## src/rtl/lp_seq_pkg.sv

```systemverilog
package lp_seq_pkg;
  localparam int unsigned CODE_W = 3;

  localparam logic [CODE_W-1:0] OP_NOP   = 3'd0;
  localparam logic [CODE_W-1:0] OP_ARM   = 3'd1;
  localparam logic [CODE_W-1:0] OP_SHDN  = 3'd2;
  localparam logic [CODE_W-1:0] OP_PULSE = 3'd3;
  localparam logic [CODE_W-1:0] OP_BSET  = 3'd4;
  localparam logic [CODE_W-1:0] OP_BCLR  = 3'd5;

  typedef enum logic [1:0] {
    ST_ACT   = 2'd0,
    ST_ENTRY = 2'd1,
    ST_OFF   = 2'd2,
    ST_WAKE  = 2'd3
  } lp_state_e;
endpackage

```

## src/rtl/lp_sync.sv

```systemverilog
module lp_sync #(
  parameter int unsigned W      = 2,
  parameter int unsigned STAGES = 2
) (
  input  logic         clk,
  input  logic         rst_n,
  input  logic [W-1:0] d,
  output logic [W-1:0] q
);
  logic [W-1:0] stg [STAGES];

  for (genvar i = 0; i < STAGES; i++) begin : g_stage
    if (i == 0) begin : g_first
      always_ff @(posedge clk or negedge rst_n) begin
        if (!rst_n) stg[0] <= '1;
        else        stg[0] <= d;
      end
    end else begin : g_next
      always_ff @(posedge clk or negedge rst_n) begin
        if (!rst_n) stg[i] <= '1;
        else        stg[i] <= stg[i-1];
      end
    end
  end

  assign q = stg[STAGES-1];
endmodule

```

## src/rtl/lp_pulse_timer.sv

```systemverilog
module lp_pulse_timer #(
  parameter int unsigned PULSE_CYC = 200_000
) (
  input  logic clk,
  input  logic rst_n,
  input  logic start,
  output logic busy
);
  localparam int unsigned CW = $clog2(PULSE_CYC + 1);
  localparam logic [CW-1:0] LOAD = CW'(PULSE_CYC);

  logic [CW-1:0] cnt_q;

  always_ff @(posedge clk or negedge rst_n) begin
    if (!rst_n)              cnt_q <= '0;
    else if (start)          cnt_q <= LOAD;
    else if (cnt_q != '0)    cnt_q <= cnt_q - 1'b1;
  end

  assign busy = (cnt_q != '0);

  AST_PULSE_STARTS: assert property (@(posedge clk) disable iff (!rst_n)
    start |=> busy) else $error("pulse not started");
endmodule

```

## src/rtl/lp_wake_qual.sv

```systemverilog
module lp_wake_qual #(
  parameter int unsigned LOW_MIN_CYC = 2000
) (
  input  logic clk,
  input  logic rst_n,
  input  logic en,
  input  logic pin_s,
  output logic wake
);
  localparam int unsigned CW = $clog2(LOW_MIN_CYC + 1);
  localparam logic [CW-1:0] SAT = CW'(LOW_MIN_CYC);

  logic [CW-1:0] low_q;

  always_ff @(posedge clk or negedge rst_n) begin
    if (!rst_n)          low_q <= '0;
    else if (!en)        low_q <= '0;
    else if (pin_s)      low_q <= '0;
    else if (low_q != SAT) low_q <= low_q + 1'b1;
  end

  assign wake = en & pin_s & (low_q == SAT);

  AST_WAKE_AFTER_LOW: assert property (@(posedge clk) disable iff (!rst_n)
    wake |-> !$past(pin_s)) else $error("wake without low");
endmodule

```

## src/rtl/lp_shutdown_seq.sv

```systemverilog
module lp_shutdown_seq
  import lp_seq_pkg::*;
#(
  parameter int unsigned ENTRY_CYC   = 50_000_000,
  parameter int unsigned LOW_MIN_CYC = 2_000,
  parameter int unsigned WAKE_CYC    = 1_600_000,
  parameter int unsigned PULSE_CYC   = 200_000,
  parameter int unsigned SYNC_STAGES = 2
) (
  input  logic              clk,
  input  logic              rst_n,
  input  logic              cmd_valid,
  output logic              cmd_ready,
  input  logic [CODE_W-1:0] cmd_code,
  input  logic              gpio_in,
  output logic              gpio_oe,
  input  logic              bin_in,
  input  logic              bin_en,
  output logic              reg_en,
  output logic              pwr_good,
  output logic              armed,
  output logic              shut_off,
  output logic              bat_det,
  output logic              ins_evt
);
  localparam int unsigned PH_MAX = (ENTRY_CYC > WAKE_CYC) ? ENTRY_CYC : WAKE_CYC;
  localparam int unsigned PHW    = $clog2(PH_MAX + 1);
  localparam logic [PHW-1:0] ENTRY_LAST = PHW'(ENTRY_CYC - 1);
  localparam logic [PHW-1:0] WAKE_LAST  = PHW'(WAKE_CYC - 1);

  lp_state_e     st_q;
  logic [PHW-1:0] ph_q;
  logic          armed_q, bat_q, bin_d_q;
  logic [1:0]    pads_s;
  logic          gpio_s, bin_s, bin_fall, bin_rise;
  logic          take, wake, pulse_busy;

  lp_sync #(.W(2), .STAGES(SYNC_STAGES)) u_sync (
    .clk(clk), .rst_n(rst_n), .d({gpio_in, bin_in}), .q(pads_s)
  );
  assign gpio_s = pads_s[1];
  assign bin_s  = pads_s[0];

  assign cmd_ready = (st_q == ST_ACT);
  assign take      = cmd_valid & cmd_ready;

  lp_wake_qual #(.LOW_MIN_CYC(LOW_MIN_CYC)) u_wake (
    .clk(clk), .rst_n(rst_n), .en(st_q == ST_OFF), .pin_s(gpio_s), .wake(wake)
  );

  lp_pulse_timer #(.PULSE_CYC(PULSE_CYC)) u_pulse (
    .clk(clk), .rst_n(rst_n), .start(take && cmd_code == OP_PULSE), .busy(pulse_busy)
  );

  // Sequencer: active -> entry delay -> off -> wake settle -> active
  always_ff @(posedge clk or negedge rst_n) begin
    if (!rst_n) begin
      st_q <= ST_ACT;
      ph_q <= '0;
    end else begin
      unique case (st_q)
        ST_ACT: begin
          if (take && cmd_code == OP_SHDN && armed_q) begin
            st_q <= ST_ENTRY;
            ph_q <= '0;
          end
        end
        ST_ENTRY: begin
          if (ph_q == ENTRY_LAST) begin
            st_q <= ST_OFF;
            ph_q <= '0;
          end else begin
            ph_q <= ph_q + 1'b1;
          end
        end
        ST_OFF: begin
          if (wake) begin
            st_q <= ST_WAKE;
            ph_q <= '0;
          end
        end
        ST_WAKE: begin
          if (ph_q == WAKE_LAST) begin
            st_q <= ST_ACT;
            ph_q <= '0;
          end else begin
            ph_q <= ph_q + 1'b1;
          end
        end
        default: st_q <= ST_ACT;
      endcase
    end
  end

  // Arm flag: only the arm command leaves it set
  always_ff @(posedge clk or negedge rst_n) begin
    if (!rst_n)    armed_q <= 1'b0;
    else if (take) armed_q <= (cmd_code == OP_ARM);
  end

  // Battery detect: pin edges when enabled, host commands otherwise
  always_ff @(posedge clk or negedge rst_n) begin
    if (!rst_n) bin_d_q <= 1'b1;
    else        bin_d_q <= bin_s;
  end
  assign bin_fall = bin_d_q & ~bin_s;
  assign bin_rise = ~bin_d_q & bin_s;

  always_ff @(posedge clk or negedge rst_n) begin
    if (!rst_n) begin
      bat_q <= 1'b0;
    end else if (bin_en) begin
      if (bin_fall)      bat_q <= 1'b1;
      else if (bin_rise) bat_q <= 1'b0;
    end else if (take) begin
      if (cmd_code == OP_BSET)      bat_q <= 1'b1;
      else if (cmd_code == OP_BCLR) bat_q <= 1'b0;
    end
  end

  assign reg_en   = (st_q != ST_OFF);
  assign shut_off = (st_q == ST_OFF);
  assign pwr_good = (st_q == ST_ACT) || (st_q == ST_ENTRY);
  assign gpio_oe  = pulse_busy & (st_q != ST_OFF);
  assign armed    = armed_q;
  assign bat_det  = bat_q;
  assign ins_evt  = bin_fall;

  AST_SHDN_NEEDS_ARM: assert property (@(posedge clk) disable iff (!rst_n)
    (take && cmd_code == OP_SHDN && !armed_q) |=> (st_q == ST_ACT)) else $error("unarmed shutdown");
  AST_ARM_CLEARED: assert property (@(posedge clk) disable iff (!rst_n)
    (take && cmd_code != OP_ARM) |=> !armed_q) else $error("arm kept");
  AST_REG_OFF_AFTER_ENTRY: assert property (@(posedge clk) disable iff (!rst_n)
    $fell(reg_en) |-> ($past(st_q) == ST_ENTRY)) else $error("regulator off early");
  AST_HOST_BAT_LOCKED: assert property (@(posedge clk) disable iff (!rst_n)
    (take && bin_en && !bin_fall && !bin_rise &&
     (cmd_code == OP_BSET || cmd_code == OP_BCLR)) |=> $stable(bat_q)) else $error("host bat change");
  AST_WAKE_SETTLE: assert property (@(posedge clk) disable iff (!rst_n)
    $fell(shut_off) |-> (reg_en && !pwr_good)) else $error("wake settle");
endmodule

```

## config.mk

```make
export PLATFORM = sky130hd
export DESIGN_NAME = lp_shutdown_seq
export DESIGN_NICKNAME = d
export VERILOG_FILES = /design/src/rtl/lp_seq_pkg.sv /design/src/rtl/lp_sync.sv /design/src/rtl/lp_pulse_timer.sv /design/src/rtl/lp_wake_qual.sv /design/src/rtl/lp_shutdown_seq.sv
export SDC_FILE = /design/constraint.sdc
export NUM_CORES = 1
export LEC_CHECK = 0
export BUFFER_PORTS_ARGS = -buffer_cell sky130_fd_sc_hd__buf_2
export CORE_MARGIN = 4
export CORE_UTILIZATION = 50
export DETAILED_ROUTE_END_ITERATION = 12
export GPL_TIMING_DRIVEN = 0
export PLACE_DENSITY = 0.77
export SLEW_MARGIN = 10
export SYNTH_ARGS = -nofsm -noshare
export SYNTH_HDL_FRONTEND = slang
export SYNTH_HIERARCHICAL = 1
export SYNTH_SLANG_ARGS = --single-unit
```

## constraint.sdc

```tcl
create_clock -name clk -period 2.3 [get_ports clk]
set_input_delay 0.345 -clock clk [delete_from_list [all_inputs] [get_ports clk]]
set_output_delay 0.345 -clock clk [all_outputs]
set_load 0.02 [all_outputs]
```

## After elaboration in Yosys (flattened, before gate mapping)

Index checks and enable logic that the tools add are counted.

| cells by class | value |
|---|---|
| bitwise logic cells | 8 |
| equal/unequal tests | 19 |
| mux-type cells | 21 |
| reduce and logical (&&, ||, !) cells | 12 |
| add/sub/neg operators | 3 |

Operator list:

| operator | number |
|---|---|
| $mux W26 | 4 |
| $pmux W26 S4 | 1 |
| $mux W18 | 2 |
| $mux W11 | 3 |
| $add A26 B1 Y26 const B | 1 |
| $eq A26 B21 Y1 const B | 1 |
| $eq A26 B26 Y1 const B | 1 |
| $reduce_bool A18 Y1 | 1 |
| $sub A18 B1 Y18 const B | 1 |
| $add A11 B1 Y11 const B | 1 |
| $eq A11 B11 Y1 const B | 1 |
| $ne A11 B11 Y1 const B | 1 |
| $mux W2 | 4 |
| $ne A2 B2 Y1 const B | 4 |
| $pmux W2 S4 | 1 |
| $and A1 B1 Y1 | 6 |
| $eq A3 B2 Y1 const B | 2 |
| $eq A3 B3 Y1 const B | 2 |
| $mux W1 | 6 |
| $eq A2 B2 Y1 const B | 2 |
| $reduce_and A4 Y1 | 1 |
| $reduce_bool A2 Y1 | 2 |
| $eq A3 B1 Y1 const B | 1 |
| $logic_and A1 B1 Y1 | 3 |
| 10 further kinds | 11 |

| word-level totals | value |
|---|---|
| register bits after elaboration | 64 |
| input bits | 9 |
| word-level logic and storage cells | 72 |
| output and inout bits | 8 |

## Logic depth before layout (Yosys ltp)

| logic depth | value |
|---|---|
| word-level depth | 6 |
| mapped depth | 11 |
| gate-level depth less buffers | 9 |

## Cells and area by module

The synthesis kept the hierarchy.

By module, submodules not included:

| module | instances | area an instance (um^2) | sequential area each (um^2) | cells an instance |
|---|---|---|---|---|
| lp_shutdown_seq | 1 | 1853.0 | 777.0 | 206 |
| lp_pulse_timer | 1 | 1082.3 | 450.4 | 118 |
| lp_wake_qual | 1 | 625.6 | 275.3 | 63 |
| lp_sync | 1 | 120.1 | 105.1 | 6 |

## Worst setup path after synthesis

Ideal clock, no wire load.

| path | value |
|---|---|
| path type | register to register |
| start | register st_q[0] |
| end | register ph_q[21] |
| data required time | 2223 ps |
| arrival | 2551 ps |
| period minus slack after synthesis | 2629 ps |
| buffers on the path | 1 |
| setup slack | -329 ps |
| stages on the path, launching flop included | 11 |
| setup time | 77 ps |
| cells stage by stage | dfrtp_1 inv_1 ha_1 nand4b_1 nor4_4 and2_1 nand2b_1 clkbuf_1 nand3_1 or3_1 a21oi_1 |

| on the way | value |
|---|---|
| elaborated cells between the ends (all ways) | 13 |
| those cells by class | 5 x eq/ne; 1 x mux; 3 x bitwise; 4 x reduce/logical |

RTL lines:

| element | RTL line | source |
|---|---|---|
| start: declaration | lp_shutdown_seq.sv:31 | `lp_state_e st_q;` |
| start signal: assignment | lp_shutdown_seq.sv:58 | `st_q <= ST_ACT;` |
| start signal: assignment | lp_shutdown_seq.sv:64 | `st_q <= ST_ENTRY;` |
| start signal: assignment | lp_shutdown_seq.sv:70 | `st_q <= ST_OFF;` |
| $eq A2 B2 Y1 | n/a |  |
| via shut_off | lp_shutdown_seq.sv:22 | `output logic shut_off,` |
| $and A1 B1 Y1 (2 in series) | lp_wake_qual.sv:22 | `assign wake = en & pin_s & (low_q == SAT);` |
| via wake | lp_shutdown_seq.sv:36 | `logic take, wake, pulse_busy;` |
| $ne A2 B2 Y1 (no line) | n/a |  |
| $reduce_and A2 Y1 (no line) | n/a |  |
| end signal: assignment | lp_shutdown_seq.sv:73 | `ph_q <= ph_q + 1'b1;` |
| end signal: assignment | lp_shutdown_seq.sv:87 | `ph_q <= ph_q + 1'b1;` |
| end: declaration | lp_shutdown_seq.sv:32 | `logic [PHW-1:0] ph_q;` |

The timed path passes the listed nets, and every way through them passes these cells.
A chain may end at the register's enable or synchronous reset.

## Worst setup path after layout

| path | value |
|---|---|
| start | register u_pulse.cnt_q[11] |
| end | output gpio_oe |

| on the way | value |
|---|---|
| word-level cells in the longest chain between the ends | 2 |

Ends and longest elaborated chain:

| element | RTL line | source |
|---|---|---|
| start: declaration | lp_pulse_timer.sv:12 | `logic [CW-1:0] cnt_q;` |
| start signal: assignment | lp_pulse_timer.sv:17 | `else if (cnt_q != '0) cnt_q <= cnt_q - 1'b1;` |
| $reduce_bool A18 Y1 | lp_pulse_timer.sv:20 | `assign busy = (cnt_q != '0);` |
| via pulse_busy | lp_shutdown_seq.sv:36 |  |
| $and A1 B1 Y1 | lp_shutdown_seq.sv:124 | `assign gpio_oe = pulse_busy & (st_q != ST_OFF);` |
| end: declaration | lp_shutdown_seq.sv:16 | `output logic gpio_oe,` |

The timed path passes the listed nets, and every way through them passes these cells.

==> results.cfg <==
[power_and_ir_drop]
p_comb_share_pct = 2.5
power_density_mw_per_mm2 = 498
clkPwrFrac_pct = 46.3
seq_power_share_pct = 51.2
leakage_uw = 0.00183
switching_power_uw = 482
switching_share_pct = 21.7
total_power_uw = 2220
p_int_uw = 1740
worst_ir_drop_vdd_mv = 0.327

[job]
cap_violations = 0

[drt]
routed_wl_um = 8700
drtPass1Iterations = 5
detail-route-antenna-nets = 0
drt_iter0_markers = 231
vias = 3258
vias_per_cell = 5.92
drc = 0
wl_per_cell_um = 15.8

[synth]
netlist_instances = 393
yosysTopAreaCell = dfrtp_1
synth_fp_nets = 411
synth-edff-count = 0
ys_types = 55
synth_area_mm2 = 0.00368
netlist_top_cells_area = dfrtp_1, xor2_1, nor2_1, dfstp_2, nand4_1
yosysSeqAreaShare_pct = 43.7
synth_area_per_cell_um2 = 9.37
yosysTopAreaCellShare_pct = 40.1
synth_warnings = 6
async_flop_share_pct = 100
ys_seq_elements = 64
synth_flop_cell = dfrtp_1

[final_layout]
nets = 464
final_cell_mix = dfrtp_1, nor2_1, buf_4, nand2_1, a21oi_1
drive_gt1_share_pct = 23.5
syn_to_final_growth_pct = 21.4
fillCellCount = 587
final_common_cell = dfrtp_1
diodes = 0
fin_util_pct = 62.0
fin_area_mm2 = 0.00447

[setup_path]
crit_path_end_kind = output pin
cp_max_fo = 4
required_ns = 1.96
rr_startpoint = ph_q[21]$_DFFE_PN0P_
regToRegSetupSlack_ns = -0.01
rr_endpoint = st_q[1]$_DFFE_PN0P_
cp-start-kind = flip-flop
cp_data_arrival_time_ns = 2.06
reg2regPathDepth = 5
path_class = flip-flop to output pin

[sta]
fin_crit_sh_pct = 105
worst_pin_slew_ns = 0.761
report.final.slew_viol_count = 0
fmax_ghz = 0.416
hold_viol_final = 0
clock-skew-final_ns = 0.0128
setup-tns-final_ns = -0.114
finalCriticalPeriod_ns = 2.41
fin_ws_ns = -0.106
rsz0062_at_grt = true
setup_viol = 2
timing.slew.headroom_pct = 48.9

[global_route]
grt_usage_pct = 19.8
antenna_found_initial = 0
first_global_vias = 2946
grt_max_degree = 65
grt_overflow_total = 0
grt_pass1_wl_um = 13800

[clock_tree]
cts-root-buf = clkbuf_8
clk_pin_slew_ns = 0.07
cts_sinks = 64
clk_path_buf_depth = 2
cts_max_level = 3
cts_tree = yes
clk_latency_ns = 0.36
cts_made_buffers = 9

[die]
die_area_mm2 = 0.00880
start_util_pct = 51.0
ios = 17
core_area_mm2 = 0.00721
fp.dieW_um = 93.8
die_h_um = 93.8
rows = 31

[min_path]
hold_depth = 1
whs_endpoint = u_sync/stg[3]$_DFF_PN1_
hold_path_startpoint = gpio_in
hold_path_class = input port to flip-flop

[placement]
placed_cell_area_mm2 = 0.00393
io_buffers = 16
dp_hpwl_um = 5420
place_congestion = 0.842

[outcome]
run_status = complete, but fails checks
violations = setup timing
cell type report:
| class | count | area (µm²) | share of cell area (%) |
|---|---|---|---|
| Multi-Input combinational cell | 296 | 2040 | 45.7 |
| Sequential cell | 64 | 1610 | 36.0 |
| Timing Repair Buffer | 42 | 307 | 6.86 |
| Clock buffer | 13 | 169 | 3.78 |
| Tap cell | 99 | 124 | 2.77 |
| Buffer | 15 | 113 | 2.52 |
| Inverter | 18 | 67.6 | 1.51 |
| Clock inverter | 3 | 40.0 | 0.896 |
sequential cells by signal, indices dropped and copies added (netlist names):
register	flops
u_sync/stg	2
u_pulse/cnt_q	18
u_sync/q	2
u_wake/low_q	11
armed	1
ph_q	26
bat_det	1
st_q	2
bin_d_q	1
synthesized netlist by cell type (2+ instances only):
library cell  number
nand4_1           20
and4_1             2
a21o_1             4
nand3_1           21
mux2_2             3
nor4_4             3
and2_1             2
xnor2_1            3
dfrtp_1           59
a211oi_1           2
nor3_1            12
clkbuf_1           9
or4_4              2
ha_1               9
nor4_1             7
xor2_1            16
inv_1             18
or4_1              8
buf_2              2
a31oi_1            3
and3_1             5
nor2b_1            7
dfstp_2            5
nand2b_1           7
o21ai_0           18
mux2i_1            4
or2_2              3
a21oi_1           22
nand4b_1           5
buf_4              4
nor4b_1            2
nand2_1           26
or3_1             16
nor2_1            37
o31ai_1            6
a211o_1            2
timing repair:
action / CTS / global route
hold endpoints to repair: 33 / 0
gates resized for setup: 20 / 18
pin swaps: 6 / 6
setup endpoints to repair: 37 / 39
buffers inserted: 12 / 12
hold buffers: 1 / 0
routing by layer:
metal / GRT usage [%] / share of wire [%] / wire (µm) / vias up
met4: 8.06 / 2.4 / 212 / 0
met5: 0 / 0 / 0 / -
li1: - / - / - / 1554
met2: 31.3 / 48 / 4200 / 82
met1: 26.8 / 45 / 3880 / 1596
met3: 3.77 / 4.7 / 405 / 26
worst max-delay path by stage:
stage	slack, ns	endpoint	startpoint	depth (start not counted)
global placement	-0.32	ph_q[20]$_DFFE_PN0P_	st_q[0]$_DFFE_PN0P_	11
floorplan	0.02	ph_q[19]$_DFFE_PN0P_	st_q[0]$_DFFE_PN0P_	11
global route	-0.19	gpio_oe	u_pulse/cnt_q[1]$_DFFE_PN0P_	8
detailed placement	-0.35	ph_q[18]$_DFFE_PN0P_	st_q[0]$_DFFE_PN0P_	11
finish	-0.11	gpio_oe	u_pulse/cnt_q[11]$_DFFE_PN0P_	6
CTS	-0.11	gpio_oe	u_pulse/cnt_q[13]$_DFFE_PN0P_	6
power groups by stage:
stage               Combinational (µW)  Clock, µW  Sequential, µW
floorplan                         12.1          0            1160
global placement                  50.3          0            1160
detailed placement                57.5          0            1160
CTS                               58.9       1040            1140
global route                      64.0       1090            1140
finish                            56.6       1030            1140
cells by family after synthesis:
logic type | after synthesis | share of synthesized area, %
and+or+nand+nor | 193 | 31.0
AOI/OAI and AO/OA | 66 | 11.3
DFF | 64 | 43.7
buffers and inverters | 33 | 3.84
xor gates and xnor gates | 19 | 4.52
adders and majority gates | 10 | 3.33
muxes | 8 | 2.31
critical path: stages (launching register included):
cell	delay (ns)
dfrtp_1	0.41
or4_4	0.58
nor4_4	0.30
buf_6	0.15
nand2_2	0.04
nor2b_4	0.11
buf_6	0.12
stage by stage:
| step | hold WS, ns | instances | worst slack [ns] |
|---|---|---|---|
| after global placement | 0.347 | 508 | -0.316 |
| after global routing | 0.0734 | 550 | -0.193 |
| after CTS | 0.0778 | 538 | -0.106 |
| after floorplan | 0.0494 | 393 | 0.0191 |
| final | 0.0881 | 550 | -0.106 |
| after detailed placement | 0.348 | 509 | -0.346 |
No activity file was read; power rests on OpenSTA's default activity.
